==> src/rtl/rx_undersize_classifier.sv <==
module rx_undersize_classifier #(
  parameter int CW = 16,
  parameter int MIN_LEN = 64,
  parameter logic [4:0] THR_RESET = 5'd8
) (
  input  logic        clk,
  input  logic        rst_n,
  input  logic        in_valid,
  input  logic        in_sop,
  input  logic        in_eop,
  input  logic [7:0]  in_data,
  input  logic        reg_wr,
  input  logic        reg_rd,
  input  logic [1:0]  reg_addr,
  input  logic [31:0] reg_wdata,
  output logic [31:0] reg_rdata,
  output logic        cls_valid,
  output logic [1:0]  cls_kind,
  output logic        cls_ctrl,
  output logic        cls_pause,
  output logic        cls_drop
);
  localparam int LW = $clog2(MIN_LEN + 1);
  localparam logic [LW-1:0] LMAX = LW'(MIN_LEN);
  localparam logic [CW-1:0] CMAX = '1;

  logic [LW-1:0] cnt, idx, len_now;
  logic [3:0]    match, match_now, hit;
  logic [4:0]    thr;
  logic          disc;
  logic [CW-1:0] short_cnt, runt_cnt;

  assign idx     = in_sop ? '0 : cnt;
  assign len_now = in_sop ? LW'(1) : ((cnt == LMAX) ? LMAX : cnt + LW'(1));

  assign hit[0] = (idx == LW'(12)) && (in_data == 8'h88);
  assign hit[1] = (idx == LW'(13)) && (in_data == 8'h08);
  assign hit[2] = (idx == LW'(14)) && (in_data == 8'h00);
  assign hit[3] = (idx == LW'(15)) && (in_data == 8'h01);
  assign match_now = (in_sop ? 4'b0 : match) | hit;

  wire is_ctrl  = &match_now[1:0];
  wire is_pause = &match_now;
  wire eop_beat = in_valid && in_eop;
  wire is_short = len_now < LW'(thr);
  wire is_runt  = !is_short && (len_now < LMAX);

  always_ff @(posedge clk) begin
    if (!rst_n) begin
      cnt   <= '0;
      match <= '0;
    end else if (in_valid) begin
      cnt   <= len_now;
      match <= match_now;
    end
  end

  always_ff @(posedge clk) begin
    if (!rst_n) begin
      cls_valid <= 1'b0;
      cls_kind  <= 2'd0;
      cls_ctrl  <= 1'b0;
      cls_pause <= 1'b0;
      cls_drop  <= 1'b0;
    end else begin
      cls_valid <= eop_beat;
      if (eop_beat) begin
        cls_kind  <= is_short ? 2'd1 : (is_runt ? 2'd2 : 2'd0);
        cls_ctrl  <= is_ctrl;
        cls_pause <= is_pause;
        cls_drop  <= is_ctrl && !is_pause && disc;
      end
    end
  end

  always_ff @(posedge clk) begin
    if (!rst_n) begin
      thr  <= THR_RESET;
      disc <= 1'b0;
    end else if (reg_wr) begin
      if (reg_addr == 2'd0) thr  <= reg_wdata[4:0];
      if (reg_addr == 2'd1) disc <= reg_wdata[0];
    end
  end

  wire short_ev = eop_beat && is_short;
  wire runt_ev  = eop_beat && is_runt;
  wire short_rd = reg_rd && (reg_addr == 2'd2);
  wire runt_rd  = reg_rd && (reg_addr == 2'd3);

  always_ff @(posedge clk) begin
    if (!rst_n) begin
      short_cnt <= '0;
      runt_cnt  <= '0;
    end else begin
      if (short_rd)                           short_cnt <= CW'(short_ev);
      else if (short_ev && short_cnt != CMAX) short_cnt <= short_cnt + 1'b1;
      if (runt_rd)                            runt_cnt  <= CW'(runt_ev);
      else if (runt_ev && runt_cnt != CMAX)   runt_cnt  <= runt_cnt + 1'b1;
    end
  end

  always_comb begin
    case (reg_addr)
      2'd0:    reg_rdata = 32'(thr);
      2'd1:    reg_rdata = 32'(disc);
      2'd2:    reg_rdata = 32'(short_cnt);
      default: reg_rdata = 32'(runt_cnt);
    endcase
  end
endmodule


==> config.mk <==
export PLATFORM = sky130hd
export DESIGN_NAME = rx_undersize_classifier
export DESIGN_NICKNAME = d
export VERILOG_FILES = /design/src/rtl/rx_undersize_classifier.sv
export SDC_FILE = /design/constraint.sdc
export NUM_CORES = 1
export LEC_CHECK = 0
export BUFFER_PORTS_ARGS = -buffer_cell sky130_fd_sc_hd__buf_2
export CAP_MARGIN = 20
export CORE_MARGIN = 2
export CORE_UTILIZATION = 45
export CTS_CLUSTER_SIZE = 25
export DETAILED_ROUTE_END_ITERATION = 6
export GPL_TIMING_DRIVEN = 0
export HOLD_SLACK_MARGIN = 0.1
export PLACE_DENSITY = 0.71
export SYNTH_ARGS = -nofsm -noshare
export SYNTH_HDL_FRONTEND = slang
export SYNTH_SLANG_ARGS = --single-unit
==> constraint.sdc <==
create_clock -name clk -period 3.37 [get_ports clk]
set_clock_uncertainty 0.2 [all_clocks]
set_input_delay 0 -clock clk [delete_from_list [all_inputs] [get_ports clk]]
set_output_delay 0 -clock clk [all_outputs]
set_load 0.02 [all_outputs]
==> impl_results.md, run 1 <==
* Synth unique cells at 60
* Site Rows at 32
* Cell taking the most area after synthesis: dfxtp_1
* Overall routed net length at 9.00 mm
* Synth top area share at 31.4%
* Syn avg cell area at 8.09 um^2
* Multi-input logic area at 2210 um^2
* Vias at 3530
* Worst hold path type: in -> reg
* Largest net degree at the start of global routing at 20
* DRC violations left at 0
* H-tree Lvls at 2
* Chip Width at 92.2 um
* Maximum clock insertion buffer count at 2
* Total GRT Usage at 21.5%
* Core area at 7650 um^2
* Routed len/inst at 14.5 um
* Outcome: finished clean
* PD cells at 284 nW/um^2
* Crit Path Max Fanout at 10
* Slew headroom at 43.7%
* Die ar. at 8510 um^2
* Setup violators final at 0
* MaxCap Viol Count at 0
* Asr flop ratio synth at 0%
* YS warnings at 0
* Post-route ant nets at 0
* First-pass GRT wire length at 15.3 mm
* Fin crit share at 94.2%
* Post-DR vias/cell at 5.68
* Final hold violation count at 0
* Mapped cell area at 3500 um^2
* Vias in the first global route at 3251
* Max VDD drop at 0.000141 V
* Starting Density at 45.8%
* Placed Area at 3900 um^2
* Share of layout cells above drive strength 1 at 19.5%
* Initial DRC count at 246
* Crit. End Element: flip-flop
* GRT Residual Overflow at 0
* FF+latch count, synth at 55
* Setup tns final at 0 ns
* Worst-path clk slew at 0.10 ns
* Crit path kind: reg -> reg
* Area Growth Syn to Fin at 21.9%
* Drt first pass iters at 5
* Hpwl dp at 6.65 mm
* Top post-synthesis cells by area: dfxtp_1, mux2i_1, a21oi_1
* Fmax at 315 MHz
* Finished Cell Area at 4270 um^2
* Fill cells at 727
* Leakage power at 1.67 nW
* GPL Wtd Cong at 0.880
* Io pins at 87
* CTS tree: built
* Mapped Cells at 433
* EDFF count, synth at 0
* Root buffer cell: clkbuf_8
* Register area at 1110 um^2
* RSZ-0062 raised after global routing: false
* Sink Count at 55
* CP startpoint kind: flip-flop
* Cts bufs inserted at 5
* Chip height at 92.2 um
* Primary FF master, synth: dfxtp_1
* Max-slew violation count at 0
* Measured slew at the worst slew-check pin at 0.837 ns
* Worst path arrival time at 3.20 ns
* Most common cell in the synthesized netlist: dfxtp_1
* Sequential area share after synthesis at 31.4%
* # diodes at 0
* Top post-synthesis cells by count: dfxtp_1, nand2_1, nor2_1, a21oi_1, nand3_1
* Clk Latency, worst-skew pair at 0.30 ns
* Initial antenna violation count at 0
* Tmin final at 3.17 ns
* CP Data Required Time at 3.40 ns
* Nets at 576
* Port Buf Inserts at 42
==> layer usage <==
layer / share of wire (%) / vias to the layer above / track usage, %
li1: - / 1757 / -
met1: 45 / 1647 / 28.0
met2: 49 / 117 / 37.9
met3: 4.8 / 9 / 2.63
met4: 1.5 / 0 / 5.35
met5: 0 / - / 0
==> area by class of cell <==
class / count / share of cell area (%)
clock inverter: 1 / 0.117
clock buffer: 6 / 1.93
sequential: 55 / 26.0
inverter: 13 / 1.14
buffer: 38 / 5.63
timing repair buffer: 66 / 10.5
multi-input combinational: 340 / 51.7
tap: 102 / 2.99
==> cell families (layout without fill, tap and decap cells) <==
kind of cell | Yosys count | count (layout) | synth area share, %
other | 1 | 16 | 0.107
AND/OR/NAND/NOR | 190 | 190 | 30.1
multiplexers | 24 | 24 | 7.36
buffers and inverters | 53 | 124 | 8.39
AO/OA/AOI/OAI | 99 | 99 | 19.0
flip-flops | 55 | 55 | 31.4
XOR/XNOR | 3 | 3 | 0.750
adder cells (fa/ha/maj) | 8 | 8 | 2.86
==> worst max-delay path, stage by stage, from the launching register on <==
cell and delay [ns]:
dfxtp_4 0.40, inv_1 0.08, ha_1 0.23, a41o_4 0.29, nor2_1 0.12, ha_1 0.26
a221oi_2 0.31, and3_4 0.26, nand3_4 0.13, buf_6 0.18, or4_1 0.50, a21oi_1 0.15
==> through the flow <==
| step | instances | power (mW) | hold slack [ns] | worst slack (ns) | utilization, % |
|---|---|---|---|---|---|
| after floorplan | 448 | 0.788 | -0.0621 | 0.360 | - |
| after detailed placement | 592 | 0.831 | 0.0317 | 0.0193 | 51.0 |
| after global routing | 621 | 1.27 | 0.200 | 0.00603 | 55.8 |
| final | 621 | 1.21 | 0.139 | 0.197 | 55.8 |
| after global placement | 592 | 0.828 | 0.0314 | 0.0365 | 51.0 |
| after CTS | 622 | 1.22 | 0.113 | 0.00587 | 55.2 |
==> registers in the layout (all words and copies together) (netlist names) <==
signal	flops
cls_ctrl	1
cls_drop	1
cls_kind	2
cls_pause	1
cls_valid	1
cnt	7
disc	1
match	4
runt_cnt	16
short_cnt	16
thr	5
==> layout by cell type (no fill, tap or decap), types with 16 or more instances in the layout <==
| cell type | n |
|---|---|
| conb_1 | 16 |
| nand3_1 | 22 |
| or4_1 | 18 |
| dfxtp_1 | 53 |
| buf_4 | 16 |
| buf_2 | 45 |
| dlygate4sd3_1 | 24 |
| nor2_1 | 35 |
| nand2_1 | 37 |
| a21oi_1 | 31 |
| mux2i_1 | 19 |
==> report_power, final <==
part / internal, mW / switching (mW) / leakage, nW
Sequential: 0.656 / 0.00837 / 0.446
Combinational: 0.0717 / 0.0990 / 1.18
Clock: 0.162 / 0.215 / 0.0470
Total: 0.890 / 0.323 / 1.67
==> what timing repair did <==
action | in CTS | in global routing
pin swaps | 0 | 2
cloned | 0 | 0
hold buffers | 24 | 0
setup buffers | 0 | 0
resized for setup | 0 | 14
endpoints found under the hold margin | 26 | 0
endpoints found under the setup margin | 5 | 21
==> path summary, 6_finish.rpt <==
check | end | slack (ns) | depth (start not counted) | start
min reg2reg | cls_kind[0]$_SDFFE_PN0P_ | 0.26 | 2 | cls_kind[0]$_SDFFE_PN0P_
min | cls_pause$_SDFFE_PN0P_ | 0.14 | 6 | in_data[3]
max reg2reg | short_cnt[13]$_SDFFE_PP0P_ | 0.20 | 11 | cnt[0]$_SDFFE_PN0P_
max | short_cnt[13]$_SDFFE_PP0P_ | 0.20 | 11 | cnt[0]$_SDFFE_PN0P_
Note: power is estimated with default switching activity, not from simulation.
==> inputs of run 2 (changes only) <==
--- a/config.mk
+++ b/config.mk
@@ -6,7 +6,7 @@
 export NUM_CORES = 1
 export LEC_CHECK = 0
 export BUFFER_PORTS_ARGS = -buffer_cell sky130_fd_sc_hd__buf_2
-export CAP_MARGIN = 20
+export CAP_MARGIN = 5
 export CORE_MARGIN = 2
 export CORE_UTILIZATION = 45
 export CTS_CLUSTER_SIZE = 25
@@ -14,6 +14,7 @@
 export GPL_TIMING_DRIVEN = 0
 export HOLD_SLACK_MARGIN = 0.1
 export PLACE_DENSITY = 0.71
+export RECOVER_POWER = 50
 export SYNTH_ARGS = -nofsm -noshare
 export SYNTH_HDL_FRONTEND = slang
 export SYNTH_SLANG_ARGS = --single-unit
==> run 2 against run 1 <==
Compared with the run above: core utilization fell by 0.38 points; cell count stayed put; fmax about the same; power about the same; sequential share of layout area is 0.18 points higher; global-route usage unchanged; clock power barely moved; non-clock buffer count stayed put; sequential cell count did not move; critical path type unchanged; critical endpoint unchanged; highest routed layer unchanged.
==> impl_results.md, run 2 (same netlist as run 1, synthesis figures left out) <==
* Routed len/inst at 14.5 um
* Core area at 7650 um^2
* Worst Hold End: cls_pause$_SDFFE_PN0P_
* Overall routed net length at 8.99 mm
* Multi-input logic area at 2210 um^2
* MaxCap Viol Count at 0
* Pwr Total at 1.21 mW
* Postcts setup bufs at 0
* Final Non-Filler Cells at 621
* Most frequent cells in the layout: dfxtp_1, nand2_1, clkbuf_1
* Max VDD drop at 0.000142 V
* Io pins at 87
* Chip height at 92.2 um
* Nets at 576
* Final hold violation count at 0
* Worst path arrival time at 3.21 ns
* Die ar. at 8510 um^2
* CP startpoint kind: flip-flop
* Min-delay src: in_data[3]
* Site Rows at 32
* Flop2flop setup slack at 0.20 ns
* GPL Wtd Cong at 0.880
* Outcome: finished clean
* Reg-to-Reg Start: cnt[0]$_SDFFE_PN0P_
* # diodes at 0
* Maximum clock insertion buffer count at 2
* Register area at 1110 um^2
* Initial antenna violation count at 0
* Initial DRC count at 214
* Vias in the first global route at 3251
* Post-DR vias/cell at 5.66
* Worst-path clk slew at 0.10 ns
* Top flop regs: runt_cnt x16, short_cnt x16, cnt x7
* Root buffer cell: clkbuf_8
* Cts bufs inserted at 5
* Crit. End Element: flip-flop
* Setup tns final at 0 ns
* Total GRT Usage at 21.5%
* DRC violations left at 0
* H-tree Lvls at 2
* PD cells at 286 nW/um^2
* Largest net degree at the start of global routing at 20
* Measured slew at the worst slew-check pin at 0.831 ns
* Hpwl dp at 6.65 mm
* Post-route ant nets at 0
* Share of layout cells above drive strength 1 at 15.0%
* Chip Width at 92.2 um
* Hold depth at 6
* Max-slew violation count at 0
* Reg2reg end: short_cnt[13]$_SDFFE_PP0P_
* Clk Latency, worst-skew pair at 0.30 ns
* Slew headroom at 44.2%
* Hold slack at 0.139 ns
* Vias at 3517
* Area Growth Syn to Fin at 21.1%
* First-pass GRT wire length at 15.3 mm
* Finished Core Util at 55.5%
* Crit path kind: reg -> reg
* Tmin final at 3.17 ns
* Crit Path Max Fanout at 10
* CTS tree: built
* CP Data Required Time at 3.40 ns
* Starting Density at 45.8%
* Sink Count at 55
* Worst hold path type: in -> reg
* Post-placement cell count at 592
* Fill cells at 747
* Commonest non-fill, non-tap cell in the layout: dfxtp_1
* Drt first pass iters at 5
* Fmax at 315 MHz
* Port Buf Inserts at 42
* Leakage power at 1.58 nW
* Setup violators final at 0
* RSZ-0062 raised after global routing: false
* Fin crit share at 94.2%
* FF-to-FF path depth at 11
* GRT Residual Overflow at 0
==> run 2: layout make-up <==
cell class                 instances  area share [%]
buffer                            38            5.66
clock buffer                       6            1.95
clock inverter                     1           0.118
inverter                          13            1.15
multi-input combinational        340            52.0
sequential                        55            26.1
tap                              102            3.01
timing repair buffer              66            9.94
==> run 2: what timing repair did <==
action,4_1_cts,5_1_grt
hold endpoints to repair,26,0
hold buffers,24,0
gates resized for setup,0,14
setup endpoints to repair,5,21
pin swaps,0,2
==> run 2: worst max-delay path: stages (launching register included) <==
cell and delay (ns):
dfxtp_4 0.40, inv_1 0.08, ha_1 0.23, a41o_4 0.29, nor2_1 0.12, ha_1 0.26, a221oi_2 0.31, and3_4 0.26
nand3_4 0.13, buf_6 0.18, or4_1 0.50, a21oi_1 0.15
==> run 2: worst max path at each step <==
stage	start	end	slack [ns]
2_1_floorplan	cnt[1]$_SDFFE_PN0P_	short_cnt[13]$_SDFFE_PP0P_	0.36
3_3_place_gp	cnt[0]$_SDFFE_PN0P_	runt_cnt[0]$_SDFFE_PN0P_	0.04
3_5_place_dp	cnt[0]$_SDFFE_PN0P_	runt_cnt[0]$_SDFFE_PN0P_	0.02
4_1_cts	cnt[0]$_SDFFE_PN0P_	short_cnt[13]$_SDFFE_PP0P_	0.006
5_1_grt	cnt[0]$_SDFFE_PN0P_	short_cnt[12]$_SDFFE_PP0P_	0.006
6_report	cnt[0]$_SDFFE_PN0P_	short_cnt[13]$_SDFFE_PP0P_	0.20
==> run 2: per-stage QoR <==
| stage | setup WS (ns) | instance area (um^2) |
|---|---|---|
| finish | 0.195 | 4240 |
| global route | 0.00603 | 4240 |
| CTS | 0.00587 | 4220 |
| detailed placement | 0.0193 | 3900 |
| global placement | 0.0365 | 3900 |
| floorplan | 0.360 | 3560 |
==> run 2: power breakdown <==
group | switching (mW) | internal (mW) | leakage [nW]
logic | 0.0992 | 0.0706 | 1.08
clock network | 0.216 | 0.162 | 0.0470
registers | 0.00839 | 0.656 | 0.446
total | 0.324 | 0.889 | 1.58
==> run 2: per-layer routing <==
metal / routed length [um] / GRT usage, % / vias up
met5: 0 / 0 / -
met4: 136 / 5.35 / 0
met3: 420 / 2.63 / 9
met2: 4340 / 37.9 / 109
met1: 4100 / 28.0 / 1639
li1: - / - / 1760
==> inputs of run 3 (changes only) <==
--- a/config.mk
+++ b/config.mk
@@ -5,6 +5,7 @@
 export SDC_FILE = /design/constraint.sdc
 export NUM_CORES = 1
 export LEC_CHECK = 0
+export ABC_AREA = 1
 export BUFFER_PORTS_ARGS = -buffer_cell sky130_fd_sc_hd__buf_2
 export CAP_MARGIN = 5
 export CORE_MARGIN = 2
==> run 3 against run 2 <==
Compared with the run above: sequential power rose by 2%; clock power shrank 1%; global-route usage rose by 1.8 points; via count increased by 7.9%; sequential cell count stayed put; highest routed layer unchanged.
==> impl_results.md, run 3 <==
* Area Growth Syn to Fin at 23.4%
* Crit path kind: in -> reg
* Commonest non-fill, non-tap cell in the layout: nand2_1
* Reg-to-Reg Start: cnt[0]$_SDFFE_PN0P_
* Root buffer cell: clkbuf_8
* Port Buf Inserts at 42
* Asr flop ratio synth at 0%
* Clock power share at 29.1%
* Tmin final at 3.27 ns
* Finished Cell Area at 4380 um^2
* Site Rows at 32
* Routed len/inst at 13.7 um
* Vias at 3795
* Outcome: finished clean
* Hold depth at 7
* Syn avg cell area at 6.80 um^2
* FF+latch count, synth at 55
* Setup tns final at 0 ns
* GPL Wtd Cong at 0.875
* Worst-path clk slew at 0.10 ns
* Cts bufs inserted at 5
* Mapped cell area at 3550 um^2
* Top post-synthesis cells by area: dfxtp_1, nand2_1, inv_1
* CP Data Required Time at 3.43 ns
* Nets at 682
* Max VDD drop at 0.000187 V
* Initial DRC count at 272
* PD cells at 293 nW/um^2
* Max-slew violation count at 0
* Net Sw Frac at 29.8%
* Final hold violation count at 0
* Post-DR vias/cell at 5.21
* Top flop regs: runt_cnt x16, short_cnt x16, cnt x7
* Hpwl dp at 6.83 mm
* Min-delay src: reg_addr[1]
* Primary FF master, synth: dfxtp_1
* Io pins at 87
* Leakage power at 1.80 nW
* Worst hold path type: in -> reg
* Chip height at 92.8 um
* Worst Hold End: runt_cnt[0]$_SDFFE_PN0P_
* Crit Path Max Fanout at 2
* Initial antenna violation count at 0
* First-pass GRT wire length at 16.4 mm
* GRT Residual Overflow at 0
* Reg2reg end: runt_cnt[11]$_SDFFE_PP0P_
* Cell taking the most area after synthesis: dfxtp_1
* Mapped Cells at 522
* Sequential area share after synthesis at 31.0%
* Comb power frac at 18.0%
* Post-route ant nets at 0
* Chip Width at 92.8 um
* Largest net degree at the start of global routing at 16
* Fmax at 306 MHz
* YS warnings at 0
* Pint at 901 uW
* CTS tree: built
* Most frequent cells in the layout: nand2_1, inv_1, dfxtp_1
* Crit. End Element: flip-flop
* RSZ-0062 raised after global routing: false
* Clk Latency, worst-skew pair at 0.31 ns
* Synth unique cells at 37
* Drt first pass iters at 5
* Sequential share of power at 52.9%
* Flop2flop setup slack at 0.35 ns
* Fill cells at 763
* MaxCap Viol Count at 0
* Register area at 1100 um^2
* DRC violations left at 0
* Core area at 7690 um^2
* P_sw at 383 uW
* Fin crit share at 97.0%
* Postcts setup bufs at 0
* Top post-synthesis cells by count: nand2_1, inv_1, dfxtp_1, a21oi_1, nor2_1
* # diodes at 0
* EDFF count, synth at 0
* Maximum clock insertion buffer count at 2
* Vias in the first global route at 3635
* Worst path arrival time at 3.33 ns
* Most common cell in the synthesized netlist: nand2_1
* Sink Count at 55
* Synth top area share at 31.0%
* Setup violators final at 0
* CP startpoint kind: input pin
* FF-to-FF path depth at 14
* Total GRT Usage at 23.3%
* Placed Area at 3940 um^2
* Multi-input logic area at 1980 um^2
* Starting Density at 46.2%
* H-tree Lvls at 2
* Share of layout cells above drive strength 1 at 10.7%
* Overall routed net length at 9.98 mm
* Die ar. at 8610 um^2
## run 3: changes by cell type in the layout (fill, tap and decap cells not counted), moves of 11 or more
cell,change
dlygate4sd3_1,+15
nand2_1,+68
mux2i_1,-19
or4_1,-18
nand4_1,+16
o31ai_1,-11
xor2_1,+23
a21oi_1,+18
and3_1,-11
nor2b_1,-14
inv_1,+65
o22ai_1,+12
## run 3: stage by stage
stage / total power [mW] / setup slack, ns / util, % / cells / hold WS [ns]
2_1_floorplan: 0.836 / 0.918 / - / 537 / -0.0696
3_3_place_gp: 0.885 / 0.713 / 51.3 / 681 / 0.0179
6_report: 1.28 / 0.101 / 57.0 / 728 / 0.198
4_1_cts: 1.28 / 0.166 / 57.4 / 728 / 0.192
3_5_place_dp: 0.890 / 0.607 / 51.3 / 681 / 0.0313
5_1_grt: 1.34 / 0.0165 / 57.0 / 728 / 0.295
## run 3: worst max path at each step
stage | startpoint | endpoint | slack (ns) | cells past startpoint
after floorplan | cnt[0]$_SDFFE_PN0P_ | short_cnt[9]$_SDFFE_PP0P_ | 0.92 | 15
after global placement | cnt[0]$_SDFFE_PN0P_ | runt_cnt[15]$_SDFFE_PP0P_ | 0.71 | 14
after detailed placement | cnt[0]$_SDFFE_PN0P_ | short_cnt[7]$_SDFFE_PP0P_ | 0.61 | 13
after CTS | in_data[1] | cls_ctrl$_SDFFE_PN0P_ | 0.17 | 11
after global routing | in_data[1] | cls_ctrl$_SDFFE_PN0P_ | 0.02 | 11
final | in_data[1] | cls_ctrl$_SDFFE_PN0P_ | 0.10 | 11
## run 3: cells by family after synthesis
| logic type | synth area share [%] |
|---|---|
| buffers and inverters | 14.5 |
| adders and majority gates | 2.82 |
| AOI/OAI and AO/OA | 14.5 |
| xor gates and xnor gates | 5.92 |
| and+or+nand+nor | 31.2 |
| other | 0.106 |
| DFF | 31.0 |
## run 3: repair_timing
action	in CTS	in global routing
hold buffers	39	0
endpoints found under the setup margin	0	1
endpoints found under the hold margin	35	0
resized for setup	0	1
## run 3: per-layer routing
metal / routed length (um) / track usage (%) / vias up
met3: 567 / 3.82 / 22
met2: 4910 / 41.3 / 130
met1: 4270 / 28.3 / 1746
met5: 0 / 0 / -
met4: 232 / 8.70 / 0
li1: - / - / 1897
## run 3: final cells by class
cell class | count | area share [%]
plain buffers | 32 | 4.80
clock buffers | 7 | 1.74
clock inverters | 1 | 0.114
inverters | 81 | 6.94
multi-input cells | 369 | 45.3
flip-flops and latches | 55 | 25.1
well taps | 102 | 2.91
repair buffers | 81 | 13.0
## run 3: power by group through the flow
stage	sequential [mW]	combinational, mW	clock, mW
floorplan	0.692	0.145	0
global placement	0.692	0.193	0
detailed placement	0.693	0.197	0
CTS	0.678	0.225	0.378
global route	0.681	0.253	0.404
finish	0.679	0.232	0.373
## run 3: critical path: stages
cell and delay, ns:
dlygate4sd3_1 0.56, buf_2 0.15, or2_2 0.30, nor3_1 0.14
dlygate4sd3_1 0.59, nand3_1 0.08, dlygate4sd3_1 0.57, o22ai_2 0.12
nand3_1 0.13, a21oi_1 0.14, dlygate4sd3_1 0.56
